### src/rtl/irq_pkg.sv
package irq_pkg;
  localparam int NUM_SRC = 4;
  localparam int SRC_W = $clog2(NUM_SRC);
  localparam int REG_W = 4;

  typedef enum logic [1:0] {
    SEL_CTRL_A = 2'd0,
    SEL_CTRL_B = 2'd1,
    SEL_EDGE   = 2'd2,
    SEL_NONE   = 2'd3
  } regSel_e;

  typedef struct packed {
    logic [NUM_SRC-1:0] clrFlag;
    logic               skipLatch;
    logic [SRC_W-1:0]   skipSel;
  } irqStrobe_t;
endpackage

### src/rtl/irq_edge_filter.sv
module irq_edge_filter #(
  parameter int SYNC_STAGES = 2,
  parameter int FILT_CYCLES = 4
) (
  input  logic clk,
  input  logic rstN,
  input  logic pinIn,
  input  logic riseSel,
  output logic edgeHit
);
  localparam int CW = $clog2(FILT_CYCLES + 1);

  logic [SYNC_STAGES-1:0] syncQ;
  logic                   stableQ;
  logic [CW-1:0]          cntQ;
  logic                   hitQ;
  logic                   synced;

  generate
    for (genvar s = 0; s < SYNC_STAGES; s++) begin : g_sync
      if (s == 0) begin : g_first
        always_ff @(posedge clk) begin
          if (!rstN) syncQ[s] <= 1'b1;
          else       syncQ[s] <= pinIn;
        end
      end else begin : g_next
        always_ff @(posedge clk) begin
          if (!rstN) syncQ[s] <= 1'b1;
          else       syncQ[s] <= syncQ[s-1];
        end
      end
    end
  endgenerate

  assign synced = syncQ[SYNC_STAGES-1];

  always_ff @(posedge clk) begin
    if (!rstN) begin
      stableQ <= 1'b1;
      cntQ    <= '0;
      hitQ    <= 1'b0;
    end else begin
      hitQ <= 1'b0;
      if (synced != stableQ) begin
        if (cntQ == CW'(FILT_CYCLES - 1)) begin
          stableQ <= synced;
          cntQ    <= '0;
          hitQ    <= (synced == riseSel);
        end else begin
          cntQ <= cntQ + 1'b1;
        end
      end else begin
        cntQ <= '0;
      end
    end
  end

  assign edgeHit = hitQ;
endmodule

### src/rtl/irq_datapath.sv
module irq_datapath
  import irq_pkg::*;
#(
  parameter int ADDR_W      = 14,
  parameter int VEC_PAGE    = 1,
  parameter int PAGE_WORDS  = 128,
  parameter int SYNC_STAGES = 2,
  parameter int FILT_CYCLES = 4
) (
  input  logic               clk,
  input  logic               rstN,
  input  logic [NUM_SRC-2:0] tmrUnderflow,
  input  logic               extPin,
  input  logic               regWrEn,
  input  logic [1:0]         regSel,
  input  logic [REG_W-1:0]   regWrData,
  input  irqStrobe_t         strobe,
  output logic [NUM_SRC-1:0] enMask,
  output logic [NUM_SRC-1:0] pendMask,
  output logic [SRC_W-1:0]   topSrc,
  output logic [ADDR_W-1:0]  vecAddr,
  output logic               skipHit,
  output logic [REG_W-1:0]   ctrlA,
  output logic [REG_W-1:0]   ctrlB,
  output logic [REG_W-1:0]   edgeCfg
);
  localparam logic [ADDR_W-1:0] VEC_BASE = ADDR_W'(VEC_PAGE * PAGE_WORDS);

  logic [REG_W-1:0]   ctrlAQ, ctrlBQ, edgeQ;
  logic [NUM_SRC-1:0] flagQ, setVec;
  logic               skipHitQ;
  logic               extHit;

  function automatic logic [ADDR_W-1:0] vecOffset(input logic [SRC_W-1:0] src);
    if (src == '0) return '0;
    return ADDR_W'(2 + 2 * int'(src));
  endfunction

  always_ff @(posedge clk) begin
    if (!rstN) begin
      ctrlAQ <= '0;
      ctrlBQ <= '0;
      edgeQ  <= '0;
    end else if (regWrEn) begin
      case (regSel_e'(regSel))
        SEL_CTRL_A: ctrlAQ <= regWrData;
        SEL_CTRL_B: ctrlBQ <= regWrData;
        SEL_EDGE:   edgeQ  <= regWrData;
        default:    ;
      endcase
    end
  end

  irq_edge_filter #(
    .SYNC_STAGES(SYNC_STAGES),
    .FILT_CYCLES(FILT_CYCLES)
  ) u_edge (
    .clk    (clk),
    .rstN   (rstN),
    .pinIn  (extPin),
    .riseSel(edgeQ[2]),
    .edgeHit(extHit)
  );

  assign setVec = {tmrUnderflow, extHit};

  generate
    for (genvar i = 0; i < NUM_SRC; i++) begin : g_flag
      always_ff @(posedge clk) begin
        if (!rstN)          flagQ[i] <= 1'b0;
        else if (setVec[i]) flagQ[i] <= 1'b1;
        else if (strobe.clrFlag[i]) flagQ[i] <= 1'b0;
      end
    end
  endgenerate

  always_ff @(posedge clk) begin
    if (!rstN) skipHitQ <= 1'b0;
    else       skipHitQ <= strobe.skipLatch && flagQ[strobe.skipSel];
  end

  assign enMask   = {ctrlBQ[0], ctrlAQ[3], ctrlAQ[2], ctrlAQ[0]};
  assign pendMask = flagQ & enMask;

  always_comb begin
    topSrc = '0;
    for (int i = NUM_SRC - 1; i >= 0; i--) begin
      if (pendMask[i]) topSrc = SRC_W'(i);
    end
  end

  assign vecAddr = VEC_BASE + vecOffset(topSrc);
  assign skipHit = skipHitQ;
  assign ctrlA   = ctrlAQ;
  assign ctrlB   = ctrlBQ;
  assign edgeCfg = edgeQ;
endmodule

### src/rtl/irq_ctrl.sv
module irq_ctrl
  import irq_pkg::*;
(
  input  logic               clk,
  input  logic               rstN,
  input  logic               eiCmd,
  input  logic               diCmd,
  input  logic               instrDone,
  input  logic               irqAck,
  input  logic               skipReq,
  input  logic [SRC_W-1:0]   skipSrc,
  input  logic [NUM_SRC-1:0] enMask,
  input  logic [NUM_SRC-1:0] pendMask,
  input  logic [SRC_W-1:0]   topSrc,
  output logic               gie,
  output logic               irqReq,
  output irqStrobe_t         strobe
);
  logic gieQ, eiArmQ;
  logic irqTake, skipOk;

  assign irqReq  = gieQ && (|pendMask);
  assign irqTake = irqAck && irqReq;
  assign skipOk  = skipReq && !enMask[skipSrc];

  always_ff @(posedge clk) begin
    if (!rstN) begin
      gieQ   <= 1'b0;
      eiArmQ <= 1'b0;
    end else if (diCmd || irqTake) begin
      gieQ   <= 1'b0;
      eiArmQ <= 1'b0;
    end else if (eiCmd) begin
      eiArmQ <= 1'b1;
    end else if (eiArmQ && instrDone) begin
      gieQ   <= 1'b1;
      eiArmQ <= 1'b0;
    end
  end

  always_comb begin
    strobe.clrFlag = '0;
    if (irqTake) strobe.clrFlag[topSrc] = 1'b1;
    if (skipOk)  strobe.clrFlag[skipSrc] = 1'b1;
    strobe.skipLatch = skipOk;
    strobe.skipSel   = skipSrc;
  end

  assign gie = gieQ;
endmodule

### src/rtl/irq_vector_ctrl.sv
module irq_vector_ctrl #(
  parameter int ADDR_W      = 14,
  parameter int VEC_PAGE    = 1,
  parameter int PAGE_WORDS  = 128,
  parameter int SYNC_STAGES = 2,
  parameter int FILT_CYCLES = 4
) (
  input  logic              clk,
  input  logic              rstN,
  input  logic [2:0]        tmrUnderflow,
  input  logic              extPin,
  input  logic              regWrEn,
  input  logic [1:0]        regSel,
  input  logic [3:0]        regWrData,
  input  logic              eiCmd,
  input  logic              diCmd,
  input  logic              instrDone,
  input  logic              skipReq,
  input  logic [1:0]        skipSrc,
  input  logic              irqAck,
  output logic              irqReq,
  output logic [1:0]        irqSrc,
  output logic [ADDR_W-1:0] vecAddr,
  output logic              skipHit,
  output logic [3:0]        ctrlA,
  output logic [3:0]        ctrlB,
  output logic [3:0]        edgeCfg
);
  import irq_pkg::*;

  irqStrobe_t         strobe;
  logic [NUM_SRC-1:0] enMask, pendMask;
  logic [SRC_W-1:0]   topSrc;
  logic               gie;

  irq_ctrl u_ctrl (
    .clk      (clk),
    .rstN     (rstN),
    .eiCmd    (eiCmd),
    .diCmd    (diCmd),
    .instrDone(instrDone),
    .irqAck   (irqAck),
    .skipReq  (skipReq),
    .skipSrc  (skipSrc),
    .enMask   (enMask),
    .pendMask (pendMask),
    .topSrc   (topSrc),
    .gie      (gie),
    .irqReq   (irqReq),
    .strobe   (strobe)
  );

  irq_datapath #(
    .ADDR_W     (ADDR_W),
    .VEC_PAGE   (VEC_PAGE),
    .PAGE_WORDS (PAGE_WORDS),
    .SYNC_STAGES(SYNC_STAGES),
    .FILT_CYCLES(FILT_CYCLES)
  ) u_dp (
    .clk         (clk),
    .rstN        (rstN),
    .tmrUnderflow(tmrUnderflow),
    .extPin      (extPin),
    .regWrEn     (regWrEn),
    .regSel      (regSel),
    .regWrData   (regWrData),
    .strobe      (strobe),
    .enMask      (enMask),
    .pendMask    (pendMask),
    .topSrc      (topSrc),
    .vecAddr     (vecAddr),
    .skipHit     (skipHit),
    .ctrlA       (ctrlA),
    .ctrlB       (ctrlB),
    .edgeCfg     (edgeCfg)
  );

  assign irqSrc = topSrc;
endmodule

### config.mk
export PLATFORM = sky130hd
export DESIGN_NAME = irq_vector_ctrl
export DESIGN_NICKNAME = d
export VERILOG_FILES = /design/src/rtl/irq_pkg.sv /design/src/rtl/irq_edge_filter.sv /design/src/rtl/irq_datapath.sv /design/src/rtl/irq_ctrl.sv /design/src/rtl/irq_vector_ctrl.sv
export SDC_FILE = /design/constraint.sdc
export NUM_CORES = 1
export LEC_CHECK = 0
export BUFFER_PORTS_ARGS = -buffer_cell sky130_fd_sc_hd__buf_2
export CORE_AREA = 2 2 53 67
export DETAILED_ROUTE_END_ITERATION = 8
export DIE_AREA = 0 0 55 69
export PLACE_DENSITY_LB_ADDON = 0.25
export SLEW_MARGIN = 20
export SYNTH_ARGS = -nofsm -noshare
export SYNTH_HDL_FRONTEND = slang
export SYNTH_HIERARCHICAL = 1
export SYNTH_SLANG_ARGS = --single-unit
### constraint.sdc
create_clock -name clk -period 1.65 [get_ports clk]
set_input_delay 0.0825 -clock clk [delete_from_list [all_inputs] [get_ports clk]]
set_output_delay 0.0825 -clock clk [all_outputs]
set_load 0.01 [all_outputs]
Word-level counts from Yosys, hierarchy flattened
Index checks and enable logic that the tools add are counted.

storage, ports and cells
  register bits = 26
  input port bits = 20
  output and inout port bits = 30
  logic and storage cells = 84

operators by class
  eq/ne operators = 5
  add/sub/neg operators = 3
  reduce and logical (&&, ||, !) cells = 25
  mux-type cells = 27
  bitwise logic cells = 5
  $lt $le $gt $ge = 4

operators by type and width
  kind                                                                    count
  14-bit two-way mux                                                      2
  1-bit two-way mux                                                       15
  8-bit by 14-bit adder with 14-bit output (first input constant)         1
  2-bit AND reduction                                                     5
  2-bit nonzero test                                                      5
  2-bit two-way mux                                                       4
  4-bit two-way mux                                                       2
  1-bit logical AND                                                       7
  2-bit by 3-bit < comparator with 1-bit output (second input constant)   2
  2-bit by 3-bit adder with 4-bit output (first input constant)           1
  4-bit bitwise AND                                                       1
  1-bit binary-select mux with 2-bit select                               2
  1-bit demux with 2-bit select                                           2
  2-bit by 1-bit >= comparator with 1-bit output (second input constant)  2
  2-bit logical NOT                                                       2
  4-bit OR                                                                1
  4-bit OR reduction                                                      1
  3-bit by 1-bit adder with 3-bit output (second input constant)          1
  3-bit by 2-bit equality test with 1-bit output (second input constant)  1
  1-bit inverter                                                          3
  3-bit AND reduction                                                     1
  3-bit OR reduction                                                      1
  2-bit by 1-bit equality test with 1-bit output (second input constant)  1
  2-bit equality test (second input constant)                             1
  other kinds (5)                                                         5

Longest topological paths before layout
  depth after elaboration = 14
  mapped depth = 7
  gate-level depth less buffers = 7

Modules after synthesis
Netlist, hierarchy kept.

modules (own cells, without submodules)
  module           instances  area an instance (um^2)  seq. area each (um^2)  cells an instance
  irq_datapath     1          838.3                    340.3                  91
  irq_edge_filter  1          256.5                    140.1                  23
  irq_ctrl         1          220.2                    40.0                   27

Worst setup path after synthesis
Ideal clock, no wire load.

  kind = register to register
  start point = reg u_dp.ctrlAQ[3], in the netlist u_dp/ctrlA[3]
  end point = reg u_dp.flagQ[2]
  setup time = 115 ps
  period minus slack after synthesis = 1899 ps
  required time = 1535 ps
  cell stages (with the launch flop) = 7
  data arrival time = 1784 ps
  buffers on the path = 0
  setup slack = -249 ps
  cell sequence = dfxtp_1 nand2_1 a211oi_1 inv_1 o32ai_1 nor2b_1 o21a_1

RTL lines
  what                             RTL line            source
  from (decl)                      irq_datapath.sv:29  logic [REG_W-1:0] ctrlAQ, ctrlBQ, edgeQ;
  from (signal assigned)           irq_datapath.sv:46  SEL_CTRL_A: ctrlAQ <= regWrData;
  to (signal, indexed assignment)  irq_datapath.sv:70  if (!rstN) flagQ[i] <= 1'b0;
  to (signal, indexed assignment)  irq_datapath.sv:71  else if (setVec[i]) flagQ[i] <= 1'b1;
  to (signal, indexed assignment)  irq_datapath.sv:72  else if (strobe.clrFlag[i]) flagQ[i] <= 1'b0;
  to (decl)                        irq_datapath.sv:30  logic [NUM_SRC-1:0] flagQ, setVec;

Final worst setup path
  start point = reg u_dp.ctrlBQ[0], in the netlist u_dp/ctrlB[0]
  end point = out vecAddr[2]

on the way
  word-level cells in the longest chain between the ends = 9
  elaborated cells on any way between the ends = 10
  classes of those cells = add/sub: 2; mux: 6; bitwise: 1; reduce/logical: 1

RTL lines
  what                                                                                            RTL line               source
  from (decl)                                                                                     irq_datapath.sv:29
  from (signal assigned)                                                                          irq_datapath.sv:47     SEL_CTRL_B: ctrlBQ <= regWrData;
  4-bit bitwise AND *                                                                             irq_datapath.sv:83     assign pendMask = flagQ & enMask;
  2-bit two-way mux * (4 in series)                                                               irq_datapath.sv:88     if (pendMask[i]) topSrc = SRC_W'(i);
  parallel branches: the longest is 2 deep, another holds 2-bit by 3-bit adder with 4-bit output  n/a
  14-bit two-way mux *                                                                            irq_datapath.sv:36     return ADDR_W'(2 + 2 * int'(src));
  8-bit by 14-bit adder with 14-bit output *                                                      irq_datapath.sv:92     assign vecAddr = VEC_BASE + vecOffset(topSrc);
  to (decl)                                                                                       irq_vector_ctrl.sv:23  output logic [ADDR_W-1:0] vecAddr,

Every way passes the cells marked *.

==> impl_metrics.ini <==
[outcome]
outcome = complete, no violations

[floorplan]
die_h_um = 69
num_rows = 23
dieArea_mm2 = 0.00380
io_pins = 50
core-area_mm2 = 0.00317
start_util_pct = 41.5
die_x_um = 55

[layout]
area_growth_pct = 20.8
final_common_cell = buf_2
fin_nets = 201
n_antenna_cell = 0
final_cell_mix = 38 x buf_2, 21 x dfxtp_1, 11 x conb_1
fin_cells = 213
drive_gt1_share_pct = 39.8

[drt]
wirelength_mm = 2.58
ant_nets = 0
drc_errors = 0
drt_pass1_iterations = 4
avgViaCountPerCell = 4.91
wl_per_cell_um = 12.1
drtIter0Drc = 23
vias = 1045

[cts]
tritoncts = yes
cts_made_buffers = 3
clock_sinks = 26
h-tree-depth = 1
cts-root-buf = clkbuf_8
max-clock-path-buffers = 2
cts.clk_slew.worst_paths_ns = 0.08
clkLatencyLatePin_ns = 0.27

[yosys]
yosys_warnings = 6
ys_types = 37
syn-mean-instance-area_um2 = 9.33
synth_seq_cells = 26
seq_area_frac_synth_pct = 39.6
yosysTopAreaCellShare_pct = 39.6
synth-edff-count = 0
synthTopCellsByArea = dfxtp_1 40%, buf_4 10%, ha_1 3.8%, nand3_1 3.4%, o21ai_0 3.4%
async_reset_ff_share_pct = 0
syn-cell-area_mm2 = 0.00132
syn_inst = 141
yosysTopAreaCell = dfxtp_1
synth_flop_cell = dfxtp_1

[global_route]
first_global_vias = 938
antenna_found_initial = 0
grt_max_degree = 29
grt_usage_pct = 14.2
grt_overflow = 0
grt_pass1_wl_mm = 4.04

[sta]
min_period_ns = 1.57
fin_crit_sh_pct = 95.1
setup_violations = 0
hold_viol = 0
worstMarginPinSlew_ns = 0.510
slew_violations = 0
tns_ns = 0
max_slew_margin_pct = 66.0
finalClockSkew_ns = 0.000592
rsz0062_at_grt = false
fmaxAchievable_ghz = 0.637

[pwr]
ir_drop_uv = 453
leakagePower_nw = 0.744
powerDensity_mw_per_mm2 = 761

[place]
dp.final_hpwl_mm = 1.95
routabilityCongestion = 0.802
placedCellCount = 207
port_buffers = 38

[worst_setup_path]
rr_startpoint = u_dp/flagQ[0]
cp.required_ns = 1.57
r2r-end = u_dp/flagQ[1]
crit_path_start_kind = register
ff2ff_path_depth = 6
cp-end-kind = output pin
path_max_fanout = 6
crit_type = register to output pin
rrSetupSlack_ns = 0.13
critPathArrivalTime_ns = 1.49

[worst_hold_path]
worstHoldPathCells = 2
min_from = tmrUnderflow[0]
hp-class = input port to register
min_to = u_dp/flagQ[1]

[run]
drv_cap = 0
==> kinds of logic (layout without fill, tap and decap cells) <==
kind of cell	Yosys count	in the layout	synth area share, %
mux	3	3	4.19
compound gates	26	26	14.0
flops	26	26	39.6
simple gates	49	49	22.8
other cells	2	11	0.571
buf+inv	30	56	14.4
xor+xnor	1	1	0.666
fa+ha+maj	4	4	3.81
==> layer usage <==
metal  vias up  share of wire [%]  global-route usage (%)
met2        34                 50                    22.4
met1       479                 42                    17.8
met3         5                6.5                    2.38
li1        527                  -                       -
met4         0                1.9                    7.32
met5         -                  0                       0
==> final cells by class <==
type	instances	area [um2]
Fill cell	317	1580
Multi-Input combinational cell	94	686
Clock buffer	4	55.1
Timing Repair Buffer	43	234
Tap cell	37	46.3
Inverter	9	33.8
Sequential cell	26	534
==> repair_timing <==
action / in CTS / in global routing
setup endpoints to repair: 1 / 1
gates resized for setup: 10 / 7
gates cloned: 0 / 0
setup buffers: 0 / 1
hold endpoints to repair: 1 / 0
pin swaps: 0 / 2
hold buffers: 1 / 0
==> synth_stat cells, types with 2 or more instances <==
library cell and instances:
dfxtp_1 26, nor2_1 2, nand3_2 4, mux4_2 2, buf_4 18, o32ai_1 3, nor3_1 2, ha_1 4
o21ai_2 4, a31oi_1 2, o21a_1 4, nand2b_1 5, and2_1 2, nand3_1 9, inv_1 9, or3b_1 2
o21ai_0 9, conb_1 2, nor2b_1 4, nand3b_1 3, nand2_1 9
==> state kept, by name, indices dropped and copies added, names as in the netlist <==
name                 cells
u_dp/u_edge/stableQ      1
u_dp/ctrlB               4
u_ctrl/eiArmQ            1
u_dp/u_edge/syncQ        1
u_dp/flagQ               4
u_dp/u_edge/cntQ         3
u_ctrl/gie               1
u_dp/u_edge/edgeHit      1
u_dp/u_edge/synced       1
u_dp/skipHit             1
u_dp/ctrlA               4
u_dp/edgeCfg             4
==> power by group <==
group	total, mW	switching (mW)	internal (mW)
combinational	0.148	0.0824	0.0654
clock	0.401	0.188	0.213
sequential	0.661	0.0153	0.646
total	1.21	0.285	0.925
==> metrics by stage <==
step | setup slack (ns) | area [um2] | util, % | hold slack, ns | power, mW
final | 0.0804 | 1590 | 50.2 | 0.0209 | 1.21
after global routing | 0.000115 | 1590 | 50.2 | 0.0154 | 1.27
after CTS | 0.00330 | 1550 | 49.0 | 0.0162 | 1.22
after detailed placement | 0.110 | 1470 | 46.3 | 0.266 | 0.817
after global placement | 0.124 | 1470 | 46.3 | 0.263 | 0.813
after floorplan | 0.0434 | 1360 | - | 0.144 | 0.788
==> worst max path at each step <==
stage	start	end	slack (ns)	cells past startpoint
2_1_floorplan	u_dp/ctrlA[3]	u_dp/flagQ[2]	0.04	6
3_3_place_gp	u_dp/flagQ[0]	u_dp/flagQ[0]	0.12	6
3_5_place_dp	u_dp/flagQ[1]	u_dp/flagQ[1]	0.11	7
4_1_cts	u_dp/flagQ[1]	vecAddr[2]	0.003	6
5_1_grt	u_dp/ctrlB[0]	vecAddr[2]	0.0001	6
6_report	u_dp/ctrlB[0]	vecAddr[2]	0.08	6
==> critical path: stages, from the launching register on <==
cell and delay [ns]:
dfxtp_4 0.39, nand2_1 0.10, a211oi_4 0.23, buf_6 0.15, ha_4 0.19, inv_1 0.04, buf_2 0.11
Note: power is estimated with default switching activity, not from simulation.
